--- src/rtl/wtr_pkg.sv ---
package wtr_pkg;
  typedef enum logic [2:0] {
    FM_NONE           = 3'd0,
    FM_RD_DISTURB     = 3'd1,
    FM_RD_DECEPT      = 3'd2,
    FM_RD_WRONG       = 3'd3,
    FM_CPL_DISTURB    = 3'd4,
    FM_CPL_RD_DISTURB = 3'd5,
    FM_CPL_RD_DECEPT  = 3'd6,
    FM_CPL_RD_WRONG   = 3'd7
  } fault_mode_e;
endpackage

--- src/rtl/wtr_history.sv ---
module wtr_history #(
  parameter int ADDR_W = 4
) (
  input  logic              clk,
  input  logic              rst_n,
  input  logic              op_valid,
  input  logic              op_we,
  input  logic [ADDR_W-1:0] op_addr,
  input  logic              arm_in,
  output logic              hist_valid,
  output logic              hist_armed,
  output logic [ADDR_W-1:0] hist_addr
);
  logic              valid_d, armed_d;
  logic [ADDR_W-1:0] addr_d;
  logic              hist_en;

  assign hist_en = op_valid;

  always_comb begin
    if (op_we) begin
      valid_d = 1'b1;
      armed_d = arm_in;
      addr_d  = op_addr;
    end else begin
      valid_d = 1'b0;
      armed_d = 1'b0;
      addr_d  = hist_addr;
    end
  end

  always_ff @(posedge clk or negedge rst_n) begin
    if (!rst_n) begin
      hist_valid <= 1'b0;
      hist_armed <= 1'b0;
      hist_addr  <= '0;
    end else if (hist_en) begin
      hist_valid <= valid_d;
      hist_armed <= armed_d;
      hist_addr  <= addr_d;
    end
  end
endmodule

--- src/rtl/wtr_fault_ctl.sv ---
module wtr_fault_ctl
  import wtr_pkg::*;
#(
  parameter int ADDR_W = 4,
  parameter int DEPTH  = 1 << ADDR_W
) (
  input  fault_mode_e       mode,
  input  logic [ADDR_W-1:0] cfg_victim,
  input  logic [ADDR_W-1:0] cfg_aggr,
  input  logic              cfg_x,
  input  logic              cfg_y,
  input  logic              cfg_z,
  input  logic              op_valid,
  input  logic              op_we,
  input  logic [ADDR_W-1:0] op_addr,
  input  logic              op_wdata,
  input  logic [DEPTH-1:0]  cells,
  input  logic              hist_valid,
  input  logic              hist_armed,
  input  logic [ADDR_W-1:0] hist_addr,
  output logic              arm_next,
  output logic              flip_en,
  output logic [ADDR_W-1:0] flip_addr,
  output logic              rd_invert
);
  logic is_wr, is_rd, at_vict, at_aggr, vict_ok, aggr_ok, data_ok, fire;

  always_comb begin
    is_wr   = op_valid & op_we;
    is_rd   = op_valid & ~op_we;
    at_vict = (op_addr == cfg_victim);
    at_aggr = (op_addr == cfg_aggr);
    vict_ok = (cells[cfg_victim] == cfg_y);
    aggr_ok = (cells[cfg_aggr] == cfg_x);
    data_ok = (op_wdata == cfg_z);
    fire    = is_rd & hist_valid & hist_armed & (hist_addr == op_addr);

    arm_next = 1'b0;
    unique case (mode)
      FM_RD_DISTURB, FM_RD_DECEPT, FM_RD_WRONG:
        arm_next = is_wr & at_vict & vict_ok & data_ok;
      FM_CPL_DISTURB:
        arm_next = is_wr & at_aggr & aggr_ok & vict_ok & data_ok;
      FM_CPL_RD_DISTURB, FM_CPL_RD_DECEPT, FM_CPL_RD_WRONG:
        arm_next = is_wr & at_vict & aggr_ok & vict_ok & data_ok;
      default: arm_next = 1'b0;
    endcase

    flip_en   = 1'b0;
    flip_addr = op_addr;
    rd_invert = 1'b0;
    if (fire) begin
      unique case (mode)
        FM_RD_DISTURB, FM_CPL_RD_DISTURB: begin
          flip_en   = 1'b1;
          rd_invert = 1'b1;
        end
        FM_RD_DECEPT, FM_CPL_RD_DECEPT: flip_en = 1'b1;
        FM_RD_WRONG, FM_CPL_RD_WRONG:   rd_invert = 1'b1;
        FM_CPL_DISTURB: begin
          flip_en   = 1'b1;
          flip_addr = cfg_victim;
        end
        default: ;
      endcase
    end
  end
endmodule

--- src/rtl/wtr_cell_array.sv ---
module wtr_cell_array #(
  parameter int ADDR_W = 4,
  parameter int DEPTH  = 1 << ADDR_W
) (
  input  logic              clk,
  input  logic              rst_n,
  input  logic              wr_en,
  input  logic [ADDR_W-1:0] wr_addr,
  input  logic              wr_data,
  input  logic              flip_en,
  input  logic [ADDR_W-1:0] flip_addr,
  output logic [DEPTH-1:0]  cells
);
  for (genvar i = 0; i < DEPTH; i++) begin : g_cell
    logic sel_wr, sel_flip, cell_en, cell_d;

    always_comb begin
      sel_wr   = wr_en   && (wr_addr   == ADDR_W'(i));
      sel_flip = flip_en && (flip_addr == ADDR_W'(i));
      cell_en  = sel_wr | sel_flip;
      cell_d   = sel_wr ? wr_data : ~cells[i];
    end

    always_ff @(posedge clk or negedge rst_n) begin
      if (!rst_n)       cells[i] <= 1'b0;
      else if (cell_en) cells[i] <= cell_d;
    end
  end
endmodule

--- src/rtl/dyn_wr_fault_ram.sv ---
module dyn_wr_fault_ram
  import wtr_pkg::*;
#(
  parameter int ADDR_W = 4
) (
  input  logic              clk,
  input  logic              rst_n,
  input  logic              op_valid,
  input  logic              op_we,
  input  logic [ADDR_W-1:0] op_addr,
  input  logic              op_wdata,
  input  logic [2:0]        cfg_mode,
  input  logic [ADDR_W-1:0] cfg_victim,
  input  logic [ADDR_W-1:0] cfg_aggr,
  input  logic              cfg_x,
  input  logic              cfg_y,
  input  logic              cfg_z,
  output logic              rd_data
);
  localparam int DEPTH = 1 << ADDR_W;

  logic [DEPTH-1:0]  cells;
  logic              hist_valid, hist_armed;
  logic [ADDR_W-1:0] hist_addr;
  logic              arm_next, flip_en, rd_invert;
  logic [ADDR_W-1:0] flip_addr;
  logic              rd_en, rd_d;
  fault_mode_e       mode;

  assign mode = fault_mode_e'(cfg_mode);

  wtr_history #(.ADDR_W(ADDR_W)) u_hist (
    .clk(clk), .rst_n(rst_n), .op_valid(op_valid), .op_we(op_we),
    .op_addr(op_addr), .arm_in(arm_next), .hist_valid(hist_valid),
    .hist_armed(hist_armed), .hist_addr(hist_addr)
  );

  wtr_fault_ctl #(.ADDR_W(ADDR_W), .DEPTH(DEPTH)) u_ctl (
    .mode(mode), .cfg_victim(cfg_victim), .cfg_aggr(cfg_aggr),
    .cfg_x(cfg_x), .cfg_y(cfg_y), .cfg_z(cfg_z), .op_valid(op_valid),
    .op_we(op_we), .op_addr(op_addr), .op_wdata(op_wdata), .cells(cells),
    .hist_valid(hist_valid), .hist_armed(hist_armed), .hist_addr(hist_addr),
    .arm_next(arm_next), .flip_en(flip_en), .flip_addr(flip_addr),
    .rd_invert(rd_invert)
  );

  wtr_cell_array #(.ADDR_W(ADDR_W), .DEPTH(DEPTH)) u_cells (
    .clk(clk), .rst_n(rst_n), .wr_en(op_valid & op_we), .wr_addr(op_addr),
    .wr_data(op_wdata), .flip_en(flip_en), .flip_addr(flip_addr),
    .cells(cells)
  );

  assign rd_en = op_valid & ~op_we;
  assign rd_d  = cells[op_addr] ^ rd_invert;

  always_ff @(posedge clk or negedge rst_n) begin
    if (!rst_n)     rd_data <= 1'b0;
    else if (rd_en) rd_data <= rd_d;
  end
endmodule

--- config.mk ---
export PLATFORM = sky130hd
export DESIGN_NAME = dyn_wr_fault_ram
export DESIGN_NICKNAME = d
export VERILOG_FILES = /design/src/rtl/wtr_pkg.sv /design/src/rtl/wtr_history.sv /design/src/rtl/wtr_fault_ctl.sv /design/src/rtl/wtr_cell_array.sv /design/src/rtl/dyn_wr_fault_ram.sv
export SDC_FILE = /design/constraint.sdc
export NUM_CORES = 1
export LEC_CHECK = 0
export ABC_AREA = 1
export BUFFER_PORTS_ARGS = -buffer_cell sky130_fd_sc_hd__buf_2
export CORE_ASPECT_RATIO = 1.75
export CORE_UTILIZATION = 54
export DETAILED_ROUTE_END_ITERATION = 10
export MAX_ROUTING_LAYER = met4
export PLACE_DENSITY = 0.77
export SETUP_SLACK_MARGIN = 0.5
export SYNTH_ARGS = -nofsm -noshare
export SYNTH_HDL_FRONTEND = slang
export SYNTH_HIERARCHICAL = 1
export SYNTH_SLANG_ARGS = --single-unit
--- constraint.sdc ---
create_clock -name clk -period 2 [get_ports clk]
set_input_delay 0 -clock clk [delete_from_list [all_inputs] [get_ports clk]]
set_output_delay 0 -clock clk [all_outputs]
set_load 0.03 [all_outputs]
Word-level counts from Yosys, hierarchy flattened
Cells that the tools add are included.
{"block": "word_totals", "ff_bits": 23, "latchBits": 0, "mem_bits_rw": 0, "romBits": 0, "input_bits": 23, "out_inout_bits": 1, "word_cells": 185, "n_memories": 0}
{"block": "classes", "add_sub_neg": 0, "multipliers": 0, "n_div": 0, "n_lt_le_gt_ge": 3, "eq_ne": 43, "shifts": 0, "mux": 31, "n_bitwise": 49, "reduce_logical": 39}
{"operator": "$eq 4x4->1 const B", "n": 16}
{"operator": "$eq 4x3->1 const B", "n": 8}
{"operator": "$logic_and 1x1->1", "n": 32}
{"operator": "$mux 1", "n": 25}
{"operator": "$not 1->1", "n": 17}
{"operator": "$eq 4x2->1 const B", "n": 4}
{"operator": "$or 1x1->1", "n": 16}
{"operator": "$and 1x1->1", "n": 15}
{"operator": "$lt 4x5->1 const B", "n": 3}
{"operator": "$bmux 1 s4", "n": 3}
{"operator": "$eq 3x3->1 const B", "n": 4}
{"operator": "$eq 4x4->1", "n": 3}
{"operator": "$eq 4x1->1 const B", "n": 2}
{"operator": "$logic_not 4->1", "n": 2}
{"operator": "$mux 4", "n": 2}
{"operator": "$eq 3x2->1 const B", "n": 2}
{"operator": "$reduce_or 3->1", "n": 2}
{"operator": "$reduce_or 5->1", "n": 1}
{"operator": "$reduce_or 4->1", "n": 1}
{"operator": "$eq 1x1->1", "n": 3}
{"operator": "$eq 3x1->1 const B", "n": 1}
{"operator": "$pmux 1 s3", "n": 1}
{"operator": "$reduce_and 2->1", "n": 1}
{"operator": "$xor 1x1->1", "n": 1}

Depth between registers and ports, before layout
Gate-level depths: netlist of the first run.
{"block": "logic_depth", "word_depth": 9, "depth_mapped": 14, "mapped_depth_nobuf": 14}

By module
The synthesis of the first run kept the hierarchy.
{"mod": "wtr_cell_array", "instances": 1, "cells_each": 166, "area_each_um2": 1164.9, "seq_area_each_um2": 400.4}
{"mod": "wtr_fault_ctl", "instances": 1, "cells_each": 154, "area_each_um2": 716.9, "seq_area_each_um2": 0.0}
{"mod": "dyn_wr_fault_ram", "instances": 1, "cells_each": 61, "area_each_um2": 306.5, "seq_area_each_um2": 25.0}
{"mod": "wtr_history", "instances": 1, "cells_each": 25, "area_each_um2": 230.2, "seq_area_each_um2": 150.1}

Worst setup path before layout of the first run
OpenSTA, ideal clock, no wires.
{"block": "synth_path", "path_kind": "register to register", "start": "register u_hist.hist_addr[2]", "end": "register u_cells.cells[10]", "setup_ns": 0.117, "arrival_ns": 1.867, "required_ns": 1.883, "slack_ns": 0.016, "stages_incl_launch_ff": 12, "path_buffers": 0, "synth_period_minus_slack_ns": 1.984, "cell_sequence": "dfrtp_1 > xor2_1 > nor4_2 > nand2_2 > nor2_4 > nand2_1 > o21ai_0 > nand3_1 > nor2_1 > nand2_1 > nand3_1 > nand2_1"}
{"block": "synth_via", "elab_chain_cells": 6, "word_cells_on_any_way": 7, "cone_classes": "2 x eq/ne; 2 x mux; 2 x bitwise; 1 x reduce/logical"}
{"element": "start: declaration", "line_no": "wtr_history.sv:12", "rtl": "output logic [ADDR_W-1:0] hist_addr"}
{"element": "start signal: assignment", "line_no": "wtr_history.sv:40", "rtl": "hist_addr <= addr_d;"}
{"element": "$eq 4x4->1", "line_no": "wtr_fault_ctl.sv:36", "rtl": "fire = is_rd & hist_valid & hist_armed & (hist_addr == op_addr);"}
{"element": "$and 1x1->1", "line_no": "wtr_fault_ctl.sv:36"}
{"element": "$mux 4", "line_no": "wtr_fault_ctl.sv:52", "rtl": "if (fire) begin"}
{"element": "via flip_addr[1]", "line_no": "dyn_wr_fault_ram.sv:26", "rtl": "logic [ADDR_W-1:0] flip_addr;"}
{"element": "$eq 4x4->1", "line_no": "wtr_cell_array.sv:19", "rtl": "sel_flip = flip_en && (flip_addr == ADDR_W'(i));"}
{"element": "$logic_and 1x1->1", "line_no": "wtr_cell_array.sv:19"}
{"element": "$or 1x1->1", "line_no": "wtr_cell_array.sv:20", "rtl": "cell_en = sel_wr | sel_flip;"}
{"element": "end signal: indexed assignment", "line_no": "wtr_cell_array.sv:26", "rtl": "else if (cell_en) cells[i] <= cell_d;"}
{"element": "end: declaration", "line_no": "wtr_cell_array.sv:12", "rtl": "output logic [DEPTH-1:0] cells"}
The timed path passes the listed nets, and every way through them passes these cells.
A chain may end at the register's enable or synchronous reset.

Final worst setup path of the first run
{"block": "layout_path", "start": "register u_hist.hist_addr[3]", "end": "register u_cells.cells[0]"}
{"block": "layout_via", "elab_chain_cells": 6, "word_cells_on_any_way": 7, "cone_classes": "1 x eq/ne; 2 x mux; 2 x bitwise; 2 x reduce/logical"}
{"element": "$eq 4x4->1", "line_no": "wtr_fault_ctl.sv:36"}
{"element": "$and 1x1->1", "line_no": "wtr_fault_ctl.sv:36"}
{"element": "$mux 4", "line_no": "wtr_fault_ctl.sv:52"}
{"element": "via flip_addr[1]", "line_no": "dyn_wr_fault_ram.sv:26"}
{"element": "$logic_not 4->1", "line_no": "wtr_cell_array.sv:19"}
{"element": "$logic_and 1x1->1", "line_no": "wtr_cell_array.sv:19"}
{"element": "$or 1x1->1", "line_no": "wtr_cell_array.sv:20"}
The timed path passes the listed nets, and every way through them passes these cells.

==> qor.csv, run 1 <==
stage;metric;value;unit
sta;worst_slack;-0.284;ns
pwr;power;1.51;mW
synthesis;synth_fp_nets;429;
drt;ant_nets;0;
pwr;peakVddDrop;358;µV
floorplanning;dieWidth;52.6;µm
global_routing;grt_usage;0.354;
worst_setup_path;cp.required;2.21;ns
sta;final_hold_viol_count;0;
drt;wirelength;7.49;mm
sta;worst-slew-pin-transition;0.545;ns
global_routing;grt_max_degree;24;
worst_setup_path;crit_fanout;6;
outcome;status;complete, but fails checks;
synthesis;yosysTopAreaCellShare;0.238;
clock_tree;clkSinkCount;23;
floorplanning;die_y;90.5;µm
pwr;p_leak;1.49;nW
run;drv_cap;0;
worst_setup_path;path_class;register to register;
synthesis;avgSynthCellArea;5.96;µm²
floorplanning;io_pins;24;
synthesis;synth_cell_type_count;29;
placement;io_buffers;23;
sta;period_needed;2.28;ns
global_routing;grt_pass1_vias;2681;
drt;first_pass_iters;5;
pwr;power.density;514;nW/µm²
floorplanning;dieArea;4760;µm²
drt;num_vias;2836;
placement;dp_hpwl;5.39;mm
finish;multiInputGateArea;1670;µm²
worst_setup_path;cp-end-kind;register;
synthesis;synth_top_area_cell;dfrtp_1;
finish;antennaDiodeCount;0;
drt;drt_iter0_drc;154;
sta;fmax;0.438;GHz
outcome;violations;negative setup slack;
global_routing;grt_overflow;0;
drt;vias_per_cell;5.68;
synthesis;yosysWarnings;6;
sta;clock-skew-final;0.00657;ns
global_routing;antenna_found_initial;0;
finish;fillers;398;
clock_tree;clock_latency;0.27;ns
finish;syn_to_final_growth;21.4;%
sta;tns;-3.27;ns
floorplanning;num_rows;31;
floorplanning;start_util;0.572;
finish;drive_above_1_share;0.251;
synthesis;syn_area;2420;µm²
drt;wl_per_cell;15.0;µm
synthesis;synth_ff_type;dfrtp_1;
synthesis;yosys.cell_count.top_type;nand2_1;
sta;maxSlewHeadroom;0.637;
clock_tree;htree_levels;1;
synthesis;synth_area_leaders;dfrtp_1, nand2_1, nand3_1;
synthesis;synth-edff-count;0;
sta;rsz0062_at_grt;true;
worst_setup_path;reg2reg_depth;12;
synthesis;synth_cells;406;
floorplanning;placeableCoreArea;4230;µm²
placement;place.gp.congestion;0.972;
clock_tree;cts_inserted_buffers;3;
worst_setup_path;arrival;2.50;ns
min_path;min_path_cells;3;
synthesis;synth-seq-area-share;0.238;
worst_setup_path;cp-start-kind;register;
finish;seq_area;577;µm²
drt;route.detailed.drc;0;
global_routing;grt_pass1_wl;12.4;mm
clock_tree;path_clk_slew;0.09;ns
synthesis;synthTopCellsByCount;nand2_1, nand3_1, inv_1, dfrtp_1, nor2_1;
synthesis;async_flop_share;1.00;
sta;setup_viol;17;
clock_tree;root_buffer;clkbuf_8;
min_path;holdCritPathClass;input pin to register;
sta;drv_slew;0;
sta;period_share;1.14;
finish;fin_nets;474;
synthesis;ys_ff_latch;23;
clock_tree;clockBufferDepth;2;
clock_tree;cts_tree;built;
worst max-delay path: stages (launching register included):
cell	delay, ns
dfrtp_1	0.40
xor2_1	0.16
nor4b_2	0.36
nand2_2	0.17
nor2_4	0.21
buf_4	0.15
o21ai_4	0.10
nor2_4	0.21
buf_4	0.15
nand4_1	0.09
nand2_1	0.10
nand2_1	0.05
nand2_1	0.05
where the power goes:
part,switching (mW),total [mW],internal [mW]
sequential,0.0947,0.637,0.542
combinational,0.365,0.571,0.206
clock,0.161,0.301,0.140
total,0.621,1.51,0.887
layer usage:
layer	track usage	wire length [µm]	up-vias
li1	-	-	1393
met2	0.589	3990	105
met5	-	0	-
met4	0.208	409	0
met1	0.382	2740	1302
met3	0.0471	348	36
registers in the layout, indices dropped and copies added, names as in the netlist:
register,cells
rd_data,1
u_cells/cells,16
u_hist/hist_addr,4
u_hist/hist_armed,1
u_hist/hist_valid,1
stage by stage:
step	cell area, µm²	std cells	util	hold slack (ns)	worst slack [ns]
after floorplan	2440	406	-	-0.296	0.177
after global placement	2640	479	0.624	0.0157	0.00978
after detailed placement	2640	479	0.624	0.0149	-0.0619
after CTS	2830	494	0.670	0.0115	-0.0514
after global routing	2940	499	0.694	0.0506	-0.346
final	2940	499	0.694	0.0145	-0.284
path summary, 6_finish.rpt:
kind,from,end,slack (ns)
max,u_hist/hist_addr[3]$_DFFE_PN0P_,u_cells/cells[0]$_DFFE_PN0P_,-0.28
min,op_addr[1],u_hist/hist_addr[1]$_DFFE_PN0P_,0.01
max reg2reg,u_hist/hist_addr[3]$_DFFE_PN0P_,u_cells/cells[0]$_DFFE_PN0P_,-0.28
min reg2reg,u_hist/hist_valid$_DFFE_PN0P_,u_hist/hist_valid$_DFFE_PN0P_,0.49
max in group asynchronous,rst_n,u_cells/cells[10]$_DFFE_PN0P_,1.37
min in group asynchronous,rst_n,u_cells/cells[14]$_DFFE_PN0P_,0.24
cell type report:
class                   instances  share of cell area
clock buffers                   3              0.0141
clock inverters                 1             0.00171
inverters                      67              0.0887
multi-input cells             308               0.568
flip-flops and latches         23               0.197
well taps                      49              0.0209
repair buffers                 48               0.110
what timing repair did:
action / CTS / global route
buffers inserted: 10 / 5
pin swaps: 0 / 10
hold buffers: 1 / 0
endpoints found under the setup margin: 17 / 18
hold endpoints to repair: 23 / 0
resized for setup: 14 / 15
kinds of logic after synthesis:
logic type	synth area share
simple gates	0.533
buf+inv	0.127
compound gates	0.0735
flops	0.238
xor+xnor	0.0290
layout by cell type, fill, tap and decap left out, types with 8 or more instances in the layout:
cell type / count
nand3_1: 78
nor2_4: 12
a21oi_1: 9
inv_2: 13
buf_2: 23
nand3_2: 8
nand4_1: 12
inv_1: 52
buf_4: 19
nor2_1: 18
nand2_2: 12
dfrtp_1: 22
nand2_1: 117
(Power assumes the default switching activity.)
==> inputs of run 2 (changes only) <==
Settings changed: SETUP_SLACK_MARGIN 0.5 to 0.4.
==> qor.csv, run 2 (synthesis results as in run 1) <==
stage;metric;value;unit;change
sta;worst_slack;-0.104;ns;+0.180 ns
outcome;violations;negative setup slack;;
clock_tree;path_clk_slew;0.09;ns;about the same
drt;first_pass_iters;5;;unchanged
finish;biggestRegsByFlops;u_cells/cells (16), u_hist/hist_addr (4);;
worst_setup_path;path_class;register to register;;
finish;drive_above_1_share;0.229;;-0.0226
pwr;p_leak;1.44;nW;-3.7%
drt;wl_per_cell;14.4;µm;-4.3%
worst_setup_path;reg2reg_depth;13;;+1
finish;antennaDiodeCount;0;;unchanged
placement;dp_hpwl;5.39;mm;unchanged
clock_tree;cts_tree;built;;
finish;fin_area;2810;µm²;-4.2%
worst_setup_path;r2r_slack;-0.10;ns;+0.18 ns
min_path;holdCritPathClass;input pin to register;;
min_path;holdCritStartpoint;op_addr[1];;
placement;io_buffers;23;;unchanged
clock_tree;clock_latency;0.28;ns;about the same
pwr;combPwrFrac;0.372;;-0.006
worst_setup_path;worst_r2r_endpoint;u_cells/cells[2]$_DFFE_PN0P_;;
pwr;switching_share;0.409;;-0.00267
floorplanning;dieArea;4760;µm²;unchanged
floorplanning;num_rows;31;;unchanged
clock_tree;cts_inserted_buffers;3;;unchanged
finish;syn_to_final_growth;16.3;%;
global_routing;grt_max_degree;24;;unchanged
min_path;min_path_cells;3;;unchanged
clock_tree;clkSinkCount;23;;unchanged
clock_tree;clockBufferDepth;2;;unchanged
outcome;status;complete, but fails checks;;
sta;maxSlewHeadroom;0.629;;-0.00729
floorplanning;placeableCoreArea;4230;µm²;unchanged
worst_setup_path;timing.rr.start;u_hist/hist_addr[3]$_DFFE_PN0P_;;
finish;regMostFlops;u_cells/cells;;
run;drv_cap;0;;unchanged
global_routing;grt_overflow;0;;unchanged
global_routing;grt_pass1_wl;11.8;mm;-5.1%
worst_setup_path;crit_fanout;6;;unchanged
sta;period_share;1.05;;-0.0898
sta;drv_slew;0;;unchanged
drt;num_vias;2773;;-2.2%
pwr;clkPwrFrac;0.205;;+0.005
drt;route.detailed.drc;0;;unchanged
global_routing;antenna_found_initial;0;;unchanged
pwr;power.density;534;nW/µm²;+3.9%
pwr;peakVddDrop;399;µV;+12%
floorplanning;dieWidth;52.6;µm;unchanged
clock_tree;root_buffer;clkbuf_8;;
floorplanning;start_util;0.572;;unchanged
drt;vias_per_cell;5.65;;-0.63%
worst_setup_path;cp-end-kind;register;;
pwr;switchingPower;615;µW;-1.1%
placement;place.gp.congestion;0.972;;unchanged
sta;final_hold_viol_count;0;;unchanged
worst_setup_path;cp-start-kind;register;;
finish;final_common_cell;nand2_1;;
drt;ant_nets;0;;unchanged
floorplanning;io_pins;24;;unchanged
sta;whs;0.00652;ns;-0.00797 ns
finish;largest_reg_flops;16;;unchanged
sta;worst-slew-pin-transition;0.556;ns;+0.0109 ns
sta;rsz0062_at_grt;true;;
global_routing;grt_usage;0.337;;-0.0173
placement;place_area;2640;µm²;unchanged
drt;drt_iter0_drc;138;;-10%
sta;setup_viol;16;;-1
global_routing;grt_pass1_vias;2623;;-2.2%
sta;fmax;0.475;GHz;+8.5%
drt;wirelength;7.05;mm;-5.8%
clock_tree;htree_levels;1;;unchanged
floorplanning;die_y;90.5;µm;unchanged
min_path;holdPathEnd;u_hist/hist_addr[1]$_DFFE_PN0P_;;
finish;fin_nets;466;;-1.7%
worst_setup_path;cp.required;2.17;ns;-0.04 ns
pwr;pwr-share-seq;0.423;;about the same
sta;period_needed;2.10;ns;-0.180 ns
finish;fillers;425;;+6.8%
worst_setup_path;arrival;2.28;ns;-0.22 ns
finish;layout_common_cells;nand2_1, nand3_1, inv_1;;
pwr;internal-power;888;µW;about the same
sta;clock-skew-final;0.00630;ns;-0.000270 ns
run 2: cell types whose count changed in the layout (fill, tap and decap cells not counted), moves of 2 or more:
cell,before,now
buf_6,5,0
nand3_1,78,82
buf_4,19,16
nand3_2,8,5
nor2_2,3,6
nand2_1,117,119
nor2_4,12,10
run 2: power groups by stage:
stage                     clock network, mW  registers (mW)  logic (mW)
after CTS                             0.303           0.633       0.544
final                                 0.308           0.635       0.559
after global routing                  0.322           0.647       0.632
after global placement                    0           0.638       0.521
after detailed placement                  0           0.641       0.530
after floorplan                           0           0.617       0.375
run 2: worst max path at each step:
stage	from	to	slack, ns	depth (start not counted)
after floorplan	u_hist/hist_addr[0]$_DFFE_PN0P_	u_cells/cells[2]$_DFFE_PN0P_	0.18	13
after global placement	u_hist/hist_addr[0]$_DFFE_PN0P_	u_cells/cells[1]$_DFFE_PN0P_	0.01	11
after detailed placement	u_hist/hist_addr[3]$_DFFE_PN0P_	u_cells/cells[7]$_DFFE_PN0P_	-0.06	11
after CTS	u_hist/hist_addr[3]$_DFFE_PN0P_	u_cells/cells[2]$_DFFE_PN0P_	-0.05	13
after global routing	u_hist/hist_addr[3]$_DFFE_PN0P_	u_cells/cells[10]$_DFFE_PN0P_	-0.25	11
final	u_hist/hist_addr[3]$_DFFE_PN0P_	u_cells/cells[2]$_DFFE_PN0P_	-0.10	13
run 2: per-stage QoR:
stage                     TNS [ns]  utilization  cells  setup WS [ns]  total power, mW
after CTS                   -0.283        0.659    490        -0.0514             1.48
after global placement           0        0.624    479        0.00978             1.16
after floorplan                  0            -    406          0.177            0.992
final                       -0.935        0.665    491         -0.104             1.50
after detailed placement    -0.514        0.624    479        -0.0619             1.17
after global routing         -3.51        0.665    491         -0.250             1.60
run 2: worst max-delay path, cell delays in order (launching register included):
cell and delay, ns:
dfrtp_1 0.40, xor2_1 0.15, nor4b_2 0.32, nand2_2 0.15, nor2_4 0.16, nand2_1 0.12
o21ai_4 0.13, inv_2 0.07, nor2_2 0.19, nand3_1 0.10, nand2_1 0.07, nand2_1 0.05
nand2_1 0.05, nand2_1 0.04
run 2: area by class of cell:
class	instances	area [µm²]	area share
Sequential cell	23	578	0.206
Clock buffer	3	41.3	0.0147
Clock inverter	1	5.00	0.00178
Inverter	67	260	0.0925
Timing Repair Buffer	40	245	0.0872
Multi-Input combinational cell	308	1620	0.577
Tap cell	49	61.3	0.0218
run 2: timing repair:
item                                   4_1_cts  5_1_grt
pin swaps                                    0        1
resized for setup                           10        6
endpoints found under the hold margin       23        0
hold buffers                                 1        0
setup endpoints to repair                   16       18
buffers inserted                             6        1
run 2: routing by layer:
metal  GRT usage  vias to the layer above  wire length (µm)
met2       0.589                       90              3830
met1       0.348                     1283              2670
met3      0.0337                       23               273
met4       0.186                        0               280
li1            -                     1377                 -
met5           -                        -                 0
